$ cat src/rtl/smi_seq_pkg.sv
`timescale 1ns/1ps
package smi_seq_pkg;
  localparam int unsigned ADDR_W   = 5;
  localparam int unsigned DATA_W   = 16;
  localparam int unsigned BUSY_BIT = 15;

  typedef enum logic [1:0] {
    MODE_FLAT   = 2'd0,
    MODE_PAIRED = 2'd1,
    MODE_SHARED = 2'd2,
    MODE_BAD    = 2'd3
  } acc_mode_e;

  typedef enum logic [1:0] {
    ERR_NONE    = 2'd0,
    ERR_BUS     = 2'd1,
    ERR_TIMEOUT = 2'd2,
    ERR_CONFIG  = 2'd3
  } err_code_e;

  typedef enum logic [2:0] {
    PH_DIRECT    = 3'd0,
    PH_POLL_PRE  = 3'd1,
    PH_WDATA     = 3'd2,
    PH_CMD       = 3'd3,
    PH_POLL_POST = 3'd4,
    PH_RDATA     = 3'd5
  } phase_e;

  // register offsets inside the shared-mode window
  localparam logic [ADDR_W-1:0] WIN_CMD  = 5'd0;
  localparam logic [ADDR_W-1:0] WIN_DATA = 5'd1;

  function automatic acc_mode_e pick_mode(input logic dual, input logic multi,
                                          input logic [ADDR_W-1:0] base);
    if (dual)              return MODE_PAIRED;
    else if (base == '0)   return MODE_FLAT;
    else if (multi)        return MODE_SHARED;
    else                   return MODE_BAD;
  endfunction

  // busy | clause-22 | opcode (01 write, 10 read) | dev[9:5] | reg[4:0]
  function automatic logic [DATA_W-1:0] cmd_word(input logic wr,
                                                 input logic [ADDR_W-1:0] dev,
                                                 input logic [ADDR_W-1:0] rg);
    logic [DATA_W-1:0] w;
    w = 16'h9000 | (wr ? 16'h0400 : 16'h0800);
    w[9:5] = dev;
    w[4:0] = rg;
    return w;
  endfunction

  function automatic logic [ADDR_W-1:0] paired_addr(input logic [ADDR_W-1:0] base,
                                                    input logic [ADDR_W-1:0] dev);
    return base + dev;
  endfunction
endpackage

$ cat src/rtl/smi_mode_sel.sv
`timescale 1ns/1ps
module smi_mode_sel
  import smi_seq_pkg::*;
(
  input  logic              cfg_dual,
  input  logic              cfg_multi,
  input  logic [ADDR_W-1:0] cfg_base,
  output acc_mode_e         mode
);
  assign mode = pick_mode(cfg_dual, cfg_multi, cfg_base);
endmodule

$ cat src/rtl/smi_poll_ctrl.sv
`timescale 1ns/1ps
module smi_poll_ctrl #(
  parameter int unsigned POLL_TRIES = 16,
  parameter int unsigned POLL_GAP   = 8
) (
  input  logic clk,
  input  logic rst_n,
  input  logic try_clr,
  input  logic try_inc,
  input  logic gap_load,
  output logic last_try,
  output logic gap_zero
);
  localparam int unsigned TRY_W = (POLL_TRIES > 1) ? $clog2(POLL_TRIES) : 1;
  localparam int unsigned GAP_W = (POLL_GAP > 1) ? $clog2(POLL_GAP) : 1;
  localparam logic [TRY_W-1:0] TRY_LAST = TRY_W'(POLL_TRIES - 1);
  localparam logic [GAP_W-1:0] GAP_INIT = GAP_W'(POLL_GAP - 1);

  logic [TRY_W-1:0] tries_q;
  logic [GAP_W-1:0] gap_q;

  always_ff @(posedge clk or negedge rst_n) begin
    if (!rst_n) begin
      tries_q <= '0;
    end else if (try_clr) begin
      tries_q <= '0;
    end else if (try_inc) begin
      tries_q <= tries_q + 1'b1;
    end
  end

  // down-counter for the idle gap between polls
  always_ff @(posedge clk or negedge rst_n) begin
    if (!rst_n) begin
      gap_q <= '0;
    end else if (gap_load) begin
      gap_q <= GAP_INIT;
    end else if (gap_q != '0) begin
      gap_q <= gap_q - 1'b1;
    end
  end

  assign last_try = (tries_q == TRY_LAST);
  assign gap_zero = (gap_q == '0);
endmodule

$ cat src/rtl/smi_txn_mux.sv
`timescale 1ns/1ps
module smi_txn_mux
  import smi_seq_pkg::*;
(
  input  phase_e            ph,
  input  acc_mode_e         mode,
  input  logic [ADDR_W-1:0] base,
  input  logic [ADDR_W-1:0] dev,
  input  logic [ADDR_W-1:0] rg,
  input  logic              wr,
  input  logic [DATA_W-1:0] wdata,
  output logic [ADDR_W-1:0] t_addr,
  output logic [ADDR_W-1:0] t_reg,
  output logic              t_write,
  output logic [DATA_W-1:0] t_data
);
  always_comb begin
    t_addr  = base;
    t_reg   = WIN_CMD;
    t_write = 1'b0;
    t_data  = '0;
    case (ph)
      PH_DIRECT: begin
        t_addr  = (mode == MODE_PAIRED) ? paired_addr(base, dev) : dev;
        t_reg   = rg;
        t_write = wr;
        t_data  = wdata;
      end
      PH_WDATA: begin
        t_reg   = WIN_DATA;
        t_write = 1'b1;
        t_data  = wdata;
      end
      PH_CMD: begin
        t_write = 1'b1;
        t_data  = cmd_word(wr, dev, rg);
      end
      PH_RDATA: t_reg = WIN_DATA;
      default: ;
    endcase
  end
endmodule

$ cat src/rtl/smi_seq.sv
`timescale 1ns/1ps
module smi_seq #(
  parameter int unsigned POLL_TRIES = 16,
  parameter int unsigned POLL_GAP   = 8
) (
  input  logic        clk,
  input  logic        rst_n,
  input  logic        cfg_dual,
  input  logic        cfg_multi,
  input  logic [4:0]  cfg_base,
  input  logic        req_valid,
  output logic        req_ready,
  input  logic        req_write,
  input  logic [4:0]  req_dev,
  input  logic [4:0]  req_reg,
  input  logic [15:0] req_wdata,
  output logic        rsp_done,
  output logic        rsp_err,
  output logic [1:0]  rsp_err_code,
  output logic [15:0] rsp_rdata,
  output logic        smi_req,
  output logic [4:0]  smi_addr,
  output logic [4:0]  smi_reg,
  output logic        smi_write,
  output logic [15:0] smi_wdata,
  input  logic        smi_done,
  input  logic        smi_err,
  input  logic [15:0] smi_rdata
);
  import smi_seq_pkg::*;

  typedef enum logic [1:0] {ST_IDLE, ST_BUS, ST_GAP, ST_CFG} st_e;

  st_e               st_q;
  phase_e            ph_q, ph_next;
  acc_mode_e         mode_q, mode_now;
  logic              wr_q;
  logic [ADDR_W-1:0] dev_q, reg_q, base_q;
  logic [DATA_W-1:0] wdata_q;
  err_code_e         code_q;

  // named events
  logic accept, bus_ok, bus_fail, busy_seen, poll_ph, poll_busy;
  logic timeout_ev, gap_load, try_clr, finish_ok, last_try, gap_zero;

  smi_mode_sel u_mode (
    .cfg_dual (cfg_dual),
    .cfg_multi(cfg_multi),
    .cfg_base (cfg_base),
    .mode     (mode_now)
  );

  smi_poll_ctrl #(.POLL_TRIES(POLL_TRIES), .POLL_GAP(POLL_GAP)) u_poll (
    .clk     (clk),
    .rst_n   (rst_n),
    .try_clr (try_clr),
    .try_inc (gap_load),
    .gap_load(gap_load),
    .last_try(last_try),
    .gap_zero(gap_zero)
  );

  smi_txn_mux u_mux (
    .ph     (ph_q),
    .mode   (mode_q),
    .base   (base_q),
    .dev    (dev_q),
    .rg     (reg_q),
    .wr     (wr_q),
    .wdata  (wdata_q),
    .t_addr (smi_addr),
    .t_reg  (smi_reg),
    .t_write(smi_write),
    .t_data (smi_wdata)
  );

  assign req_ready  = (st_q == ST_IDLE);
  assign smi_req    = (st_q == ST_BUS);
  assign accept     = req_valid & req_ready;
  assign bus_fail   = smi_req & smi_err;
  assign bus_ok     = smi_req & smi_done & ~smi_err;
  assign busy_seen  = smi_rdata[BUSY_BIT];
  assign poll_ph    = (ph_q == PH_POLL_PRE) | (ph_q == PH_POLL_POST);
  assign poll_busy  = bus_ok & poll_ph & busy_seen;
  assign timeout_ev = poll_busy & last_try;
  assign gap_load   = poll_busy & ~last_try;
  assign try_clr    = accept | (bus_ok & poll_ph & ~busy_seen);
  assign finish_ok  = bus_ok & ((ph_q == PH_DIRECT) | (ph_q == PH_RDATA) |
                                ((ph_q == PH_POLL_POST) & ~busy_seen & wr_q));
  assign rsp_err_code = code_q;

  always_comb begin
    ph_next = ph_q;
    case (ph_q)
      PH_POLL_PRE:  ph_next = wr_q ? PH_WDATA : PH_CMD;
      PH_WDATA:     ph_next = PH_CMD;
      PH_CMD:       ph_next = PH_POLL_POST;
      PH_POLL_POST: ph_next = PH_RDATA;
      default:      ph_next = ph_q;
    endcase
  end

  always_ff @(posedge clk or negedge rst_n) begin
    if (!rst_n) begin
      st_q      <= ST_IDLE;
      ph_q      <= PH_DIRECT;
      mode_q    <= MODE_FLAT;
      wr_q      <= 1'b0;
      dev_q     <= '0;
      reg_q     <= '0;
      base_q    <= '0;
      wdata_q   <= '0;
      code_q    <= ERR_NONE;
      rsp_done  <= 1'b0;
      rsp_err   <= 1'b0;
      rsp_rdata <= '0;
    end else begin
      rsp_done <= 1'b0;
      rsp_err  <= 1'b0;
      case (st_q)
        ST_IDLE: if (accept) begin
          wr_q    <= req_write;
          dev_q   <= req_dev;
          reg_q   <= req_reg;
          wdata_q <= req_wdata;
          base_q  <= cfg_base;
          mode_q  <= mode_now;
          ph_q    <= (mode_now == MODE_SHARED) ? PH_POLL_PRE : PH_DIRECT;
          st_q    <= (mode_now == MODE_BAD) ? ST_CFG : ST_BUS;
        end
        ST_CFG: begin
          st_q      <= ST_IDLE;
          rsp_err   <= 1'b1;
          code_q    <= ERR_CONFIG;
          rsp_rdata <= '0;
        end
        ST_BUS: begin
          if (bus_fail) begin
            st_q      <= ST_IDLE;
            rsp_err   <= 1'b1;
            code_q    <= ERR_BUS;
            rsp_rdata <= '0;
          end else if (timeout_ev) begin
            st_q      <= ST_IDLE;
            rsp_err   <= 1'b1;
            code_q    <= ERR_TIMEOUT;
            rsp_rdata <= '0;
          end else if (gap_load) begin
            st_q <= ST_GAP;
          end else if (finish_ok) begin
            st_q      <= ST_IDLE;
            rsp_done  <= 1'b1;
            code_q    <= ERR_NONE;
            rsp_rdata <= wr_q ? '0 : smi_rdata;
          end else if (bus_ok) begin
            ph_q <= ph_next;
          end
        end
        ST_GAP: if (gap_zero) st_q <= ST_BUS;
        default: st_q <= ST_IDLE;
      endcase
    end
  end

  // acceptance takes ready away on the next cycle
  p_ready_drop_r11: assert property (@(posedge clk) disable iff (!rst_n)
    accept |=> !req_ready);

  // completion and error pulses last one cycle and never coincide
  p_rsp_pulse_r11: assert property (@(posedge clk) disable iff (!rst_n)
    (rsp_done || rsp_err) |=> !(rsp_done || rsp_err));
  p_rsp_excl_r11: assert property (@(posedge clk) disable iff (!rst_n)
    !(rsp_done && rsp_err));

  // an unanswered bus request keeps its fields
  p_hold_r12: assert property (@(posedge clk) disable iff (!rst_n)
    (smi_req && !smi_done && !smi_err) |=>
      (smi_req && $stable(smi_addr) && $stable(smi_reg) &&
       $stable(smi_write) && $stable(smi_wdata)));

  // a rejected configuration never reaches the bus
  p_cfg_reject_r5: assert property (@(posedge clk) disable iff (!rst_n)
    (accept && mode_now == MODE_BAD) |=> !smi_req);

  // a busy poll answer leaves the bus idle next cycle (unless last try)
  p_gap_quiet_r8: assert property (@(posedge clk) disable iff (!rst_n)
    (smi_req && smi_done && !smi_err && poll_ph && smi_rdata[BUSY_BIT]) |=> !smi_req);

  // a bus error aborts with code 1
  p_abort_r10: assert property (@(posedge clk) disable iff (!rst_n)
    (smi_req && smi_err) |=> (!smi_req && rsp_err && rsp_err_code == 2'd1));

  // the final busy poll ends with the timeout code
  p_timeout_r9: assert property (@(posedge clk) disable iff (!rst_n)
    timeout_ev |=> (rsp_err && rsp_err_code == 2'd2));
endmodule

$ cat config.mk
export PLATFORM = sky130hd
export DESIGN_NAME = smi_seq
export DESIGN_NICKNAME = d
export VERILOG_FILES = /design/src/rtl/smi_seq_pkg.sv /design/src/rtl/smi_mode_sel.sv /design/src/rtl/smi_poll_ctrl.sv /design/src/rtl/smi_txn_mux.sv /design/src/rtl/smi_seq.sv
export SDC_FILE = /design/constraint.sdc
export NUM_CORES = 1
export LEC_CHECK = 0
export BUFFER_PORTS_ARGS = -buffer_cell sky130_fd_sc_hd__buf_2
export CAP_MARGIN = 20
export CORE_MARGIN = 1
export CORE_UTILIZATION = 40
export DETAILED_ROUTE_END_ITERATION = 6
export SYNTH_ARGS = -nofsm -noshare
export SYNTH_HDL_FRONTEND = slang
export SYNTH_HIERARCHICAL = 1
export SYNTH_SLANG_ARGS = --single-unit
$ cat constraint.sdc
create_clock -name clk -period 2.5 [get_ports clk]
set_clock_uncertainty 0.2 [all_clocks]
set_input_delay 0.375 -clock clk [delete_from_list [all_inputs] [get_ports clk]]
set_output_delay 0.375 -clock clk [all_outputs]
set_load 0.005 [all_outputs]
==> results of run 1 <==
-- logic make-up after synthesis --
| family | share of synthesized area (%) |
|---|---|
| and+or+nand+nor | 29.0 |
| AOI/OAI and AO/OA | 13.3 |
| DFF | 46.0 |
| buffers and inverters | 5.30 |
| muxes | 2.41 |
| adders and majority gates | 3.00 |
| xor gates and xnor gates | 0.977 |
-- report_power, final --
| group | total [uW] | switching, uW | internal (uW) |
|---|---|---|---|
| combinational | 2720 | 1470 | 1250 |
| sequential | 1780 | 298 | 1480 |
| clock | 767 | 383 | 383 |
-- state kept, by name, summed over array words and instances, names as in the netlist, 3 cells and up --
register,count
rsp_rdata,16
u_poll/tries_q,4
ph_q,3
wdata_q,16
base_q,5
u_poll/gap_q,3
reg_q,5
dev_q,5
-- stage by stage --
step	total power (uW)	utilization [%]	setup TNS, ps	hold slack [ps]	area, um2
after floorplan	3520	-	0	-121	3590
after global placement	4400	48.4	0	189	4220
after detailed placement	4450	48.4	0	185	4220
after CTS	5300	50.8	-86.0	5.64	4430
after global routing	5730	51.1	-163	5.97	4450
final	5270	51.1	-31.7	26.5	4450
-- routing by layer --
layer	vias to the layer above	global-route usage, %	part of all wire (%)
li1	1595	-	-
met1	1507	25.7	47
met2	95	31.6	47
met3	7	5.35	5.6
met4	0	4.25	0.66
met5	-	0	0
-- Yosys cell counts (all sizes together) --
cell type	instances	area, um2
nand2	133	504
dfrtp	66	1650
nor2	30	125
a21oi	27	139
buf	17	111
inv	16	60.1
nand3b	11	82.6
o21ai	11	70.1
a22oi	8	60.1
and2	8	50.1
nand2b	8	50.1
nand3	8	40.0
ha	7	87.6
mux2i	6	60.1
a22o	5	43.8
clkbuf	5	18.8
nor2b	5	46.3
nor3	5	40.0
a31oi	4	25.0
o22ai	3	18.8
and3	2	12.5
mux2	2	26.3
nand4bb	2	43.8
o32ai	2	17.5
or2	2	15.0
or3	2	17.5
xnor2	2	17.5
xor2	2	17.5
a211o	1	8.76
a211oi	1	7.51
a21boi	1	7.51
a21o	1	7.51
a32oi	1	8.76
and2b	1	7.51
fa	1	20.0
nand4	1	6.26
o211a	1	10.0
o211ai	1	7.51
o21a	1	8.76
o21bai	1	7.51
o22a	1	8.76
o31ai	1	7.51
o32a	1	11.3
-- layout make-up --
type	count	area (um2)	share of cell area, %
multi-input combinational	310	1770	39.7
sequential	66	1650	37.1
timing repair buffer	123	672	15.1
clock buffer	13	149	3.34
tap	108	135	3.03
inverter	16	60.1	1.35
clock inverter	3	15.0	0.337
-- worst max-delay path by stage --
| stage | slack (ps) | startpoint | end |
|---|---|---|---|
| final | -30 | dev_q[0]$_DFFE_PN0P_ | smi_addr[4] |
| after global routing | -160 | base_q[0]$_DFFE_PN0P_ | smi_addr[4] |
| after CTS | -90 | dev_q[0]$_DFFE_PN0P_ | smi_addr[4] |
| after detailed placement | 70 | smi_err | u_poll/tries_q[3]$_DFFE_PN0P_ |
| after global placement | 120 | smi_err | u_poll/tries_q[3]$_DFFE_PN0P_ |
| after floorplan | 320 | dev_q[0]$_DFFE_PN0P_ | smi_addr[4] |
-- what timing repair did --
action | 4_1_cts | 5_1_grt
buffers inserted | 1 | 3
gates resized for setup | 7 | 2
hold endpoints to repair | 21 | 0
pin swaps | 3 | 2
endpoints found under the setup margin | 2 | 7
hold buffers | 1 | 0
-- tightest hold or removal path: stages --
cell	delay, ps
buf_2	70
nand2_1	40
nand2_1	40
==> results.toml, run 1 <==
[floorplanning]
io-pin-count = 104
area_of_the_die_um2 = 9350
start_util_pct = 41.1
die_w_um = 96.7
fp-row-count = 34
floorplan_core_area_um2 = 8720
die-height_um = 96.7

[outcome]
violated_checks = "setup timing"
result_of_the_run = "complete, but fails checks"

[worst_hold_path]
holdCritStartpoint = "req_wdata[1]"
min_path_cells = 3
worstHoldEndpoint = "wdata_q[1]$_DFFE_PN0P_"
holdCritPathClass = "primary input to flop"

[worst_setup_path]
critical_path_at_ps = 1960
crit_chain = "ha_2 -> inv_2 -> fa_2 -> nand2b_4 -> a21oi_4 -> mux2i_1 -> o22ai_1 -> buf_2"
worst_path_max_delay_cell = "dfrtp_1"
timing.reg2reg.setup_slack_ps = 180
r2r_worst_path_depth = 8
worst_r2r_startpoint = "ph_q[2]$_DFFE_PN0P_"
critical_path.max_stage_delay_ps = 360
setup.worst_path.end_class = "output pin"
critical_path.top_delay_family = "adder cells"
crit_cells = 8
cp_num_buf_inv = 2
r2r-end = "u_poll/tries_q[3]$_DFFE_PN0P_"
setup.worst_path.start_class = "flop"
crit_fanout = 2
critPathKind = "flop to output pin"
cp.required_ps = 1920

[global_routing]
grtUsageTotal_pct = 19.3
via_count_of_the_first_global_routing_pass = 3106
pin_count_of_the_biggest_net_entering_global_routing = 36
gr-total-overflow = 0
number_of_antenna_violations_at_the_first_check_in_global_routing = 0
grt_first_pass_wirelength_mm = 14.6

[route]
drt_first_pass_iters = 4
drt_drc_violations_left = 0
post_drt_via_cell_ratio = 5.01
vias_after_detailed_routing = 3204
post_route_wl_mm = 8.89
drtAntennaViolNets = 0
wire_per_inst_um = 13.9
drt-initial-drc-count = 155

[power]
static-leakage-power_uw = 0.00236
irDropWorstVdd_mv = 0.500
pwr_density_cell_nw_per_um2 = 1180

[cts]
clock_latency_on_the_worst_skew_pair_ps = 330
tritoncts.num_buffers = 9
htree_levels = 3
tritoncts_clock_tree = "yes"
cts_num_sinks = 66
clock_tree.root_cell = "clkbuf_8"
cts.clk_slew.worst_paths_ps = 70
cts_buffer_depth = 2

[synth]
avgSynthCellArea_um2 = 8.66
syn-cell-area_um2 = 3590
seq_area_frac_synth_pct = 46.0
synth.yosys.warnings = 6
synth_nets = 477
synthDistinctLibCells = 58
syn_inst = 414
postSynthRegisterBits = 66

[cells_and_area]
fillerInstances = 856
count_of_nets_after_finishing = 589
layout_commonest_cell = "nand2_1"
num_antenna_cells = 0
layout-area-overhead-vs-synth_pct = 24.2
instances_no_fill = 639
drive_gt1_share_pct = 30.9
commonest_cells_after_routing_fill_and_taps_aside = "131 x nand2_1, 103 x buf_2, 65 x dfrtp_1"

[sta]
slew_headroom_pct = 42.2
max_frequency_mhz = 395
final_critical_path_setup_slack_ps = -31.7
hold_fails_final_rpt = 0
grt_setup_unrepaired = "true"
min_period_over_period_pct = 101
tightest_slew_ps = 860
drv_slew = 0
final.min_clock_period_ps = 2530
setup_violations = 1

[flow_run]
maxCapViolations = 0

[place]
dp_hpwl_mm = 6.43
numPortBuffers = 103
placedCellCount = 618
place_congestion = 0.891
pre_cts_setup_slack_ps = 72.4
Power figures use the tool's default switching activity.
==> inputs of run 2 (changes only) <==
clock period = 2.45 ns   (was 2.5 ns; I/O delays follow)
==> results.toml, run 2 (synthesized netlist as in run 1, its figures left out) <==
[outcome]
result_of_the_run = "complete, but fails checks"
violated_checks = "setup timing"

[sta]
grt_setup_unrepaired = "true"
setup_violations = 1
min_period_over_period_pct = 105
tightest_slew_ps = 577
final.min_clock_period_ps = 2560
final_critical_path_setup_slack_ps = -112
hold_fails_final_rpt = 0
final.hold.worst_slack_ps = 11.0
slew_headroom_pct = 61.5
max_frequency_mhz = 390
drv_slew = 0

[cts]
cts.clk_slew.worst_paths_ps = 70
cts_buffer_depth = 2
tritoncts_clock_tree = "yes"
clock_latency_on_the_worst_skew_pair_ps = 340
tritoncts.num_buffers = 9
clock_tree.root_cell = "clkbuf_8"
cts_num_sinks = 66
htree_levels = 3

[worst_setup_path]
setup.worst_path.end_class = "output pin"
crit_fanout = 2
setup.worst_path.start_class = "flop"
critPathKind = "flop to output pin"
critical_path_at_ps = 1990
cp.required_ps = 1880

[power]
seq_power_share_pct = 34.3
p_clk_share_pct = 16.4
static-leakage-power_uw = 0.00234
switching_share_pct = 41.3
irDropWorstVdd_mv = 0.434
pwr_density_cell_nw_per_um2 = 1230
total_switching_power_uw = 2280
power.combinational.fraction_pct = 49.3
power_report.internal_total_uw = 3240

[place]
place_congestion = 0.865
numPortBuffers = 103
dp_hpwl_mm = 6.23

[cells_and_area]
top_regs = "rsp_rdata (16), wdata_q (16)"
fillerInstances = 854
layout_commonest_cell = "nand2_1"
commonest_cells_after_routing_fill_and_taps_aside = "131 x nand2_1, 103 x buf_2, 65 x dfrtp_1"
final_core_util_pct = 51.3
layout-area-overhead-vs-synth_pct = 24.8
num_antenna_cells = 0
drive_gt1_share_pct = 31.1
count_of_nets_after_finishing = 586

[global_routing]
pin_count_of_the_biggest_net_entering_global_routing = 67
grt_first_pass_wirelength_mm = 14.9
via_count_of_the_first_global_routing_pass = 3139
gr-total-overflow = 0
number_of_antenna_violations_at_the_first_check_in_global_routing = 0
grtUsageTotal_pct = 19.5

[worst_hold_path]
holdCritPathClass = "primary input to flop"

[route]
wire_per_inst_um = 14.1
drt_drc_violations_left = 0
drtAntennaViolNets = 0
post_drt_via_cell_ratio = 5.09
vias_after_detailed_routing = 3235
post_route_wl_mm = 9.00
drt_first_pass_iters = 4
drt-initial-drc-count = 97

[flow_run]
maxCapViolations = 0

[floorplanning]
die-height_um = 96.7
start_util_pct = 41.1
area_of_the_die_um2 = 9350
io-pin-count = 104
die_w_um = 96.7
floorplan_core_area_um2 = 8720
fp-row-count = 34
[run 2: changes by cell type in the layout (fill, tap and decap cells not counted)]
| cell | delta |
|---|---|
| buf_6 | -1 |
| clkbuf_8 | -1 |
| o21ai_1 | +1 |
| buf_4 | -4 |
| dlygate4sd3_1 | +1 |
| clkinvlp_4 | +5 |
| bufinv_16 | +1 |
| clkbuf_1 | -3 |
| buf_12 | +1 |
| o21ai_0 | -1 |
| inv_1 | -1 |
| clkinv_2 | -1 |
[run 2: final timing paths]
kind | from | to | slack [ps] | cells past startpoint
min | req_wdata[3] | wdata_q[3]$_DFFE_PN0P_ | 10 | 3
min in group asynchronous | rst_n | wdata_q[13]$_DFFE_PN0P_ | 340 | 3
max in group asynchronous | rst_n | ph_q[0]$_DFFE_PN0P_ | 1350 | 3
max reg2reg | u_poll/tries_q[0]$_DFFE_PN0P_ | rsp_err_code[1]$_DFFE_PN0P_ | 350 | 7
min reg2reg | wdata_q[14]$_DFFE_PN0P_ | wdata_q[14]$_DFFE_PN0P_ | 270 | 2
max | base_q[0]$_DFFE_PN0P_ | smi_addr[4] | -110 | 8
[run 2: what timing repair did]
item | CTS | global route
hold endpoints to repair | 67 | 0
pin swaps | 3 | 2
setup buffers | 1 | 3
setup endpoints to repair | 2 | 10
hold buffers | 2 | 0
gates resized for setup | 7 | 3
[run 2: area by class of cell]
| type | instances | area (um2) | share of cell area, % |
|---|---|---|---|
| Multi-Input combinational cell | 310 | 1770 | 39.5 |
| Clock buffer | 9 | 124 | 2.77 |
| Tap cell | 108 | 135 | 3.02 |
| Inverter | 16 | 63.8 | 1.43 |
| Clock inverter | 7 | 70.1 | 1.57 |
| Timing Repair Buffer | 120 | 661 | 14.8 |
| Sequential cell | 66 | 1650 | 36.9 |
[run 2: per-layer routing]
metal	vias up	track usage [%]	routed length (um)
met4	0	7.92	189
met3	16	4.26	507
li1	1591	-	-
met1	1529	25.8	4150
met5	-	0	0
met2	99	31.1	4150
[run 2: critical path, cell delays in order (launching register included)]
cell and delay (ps):
dfrtp_1 370, ha_2 190, inv_2 40, fa_2 330, nand2b_4 160, a21oi_4 150
mux2i_1 200, o22ai_1 90, buf_2 130
[run 2: power groups by stage]
stage,combinational (uW),clock [uW],sequential [uW]
floorplan,1830,0,1760
global placement,2560,0,1880
detailed placement,2620,0,1900
CTS,2710,934,1880
global route,3050,984,1950
finish,2720,908,1890
[run 2: per-stage QoR]
step	instances	total power, uW	area [um2]	setup slack (ps)	TNS [ps]
floorplan	414	3590	3590	278	0
finish	636	5520	4480	-112	-112
global route	636	5980	4480	-238	-341
CTS	633	5530	4450	-138	-138
detailed placement	614	4520	4200	68.7	0
global placement	614	4440	4200	112	0
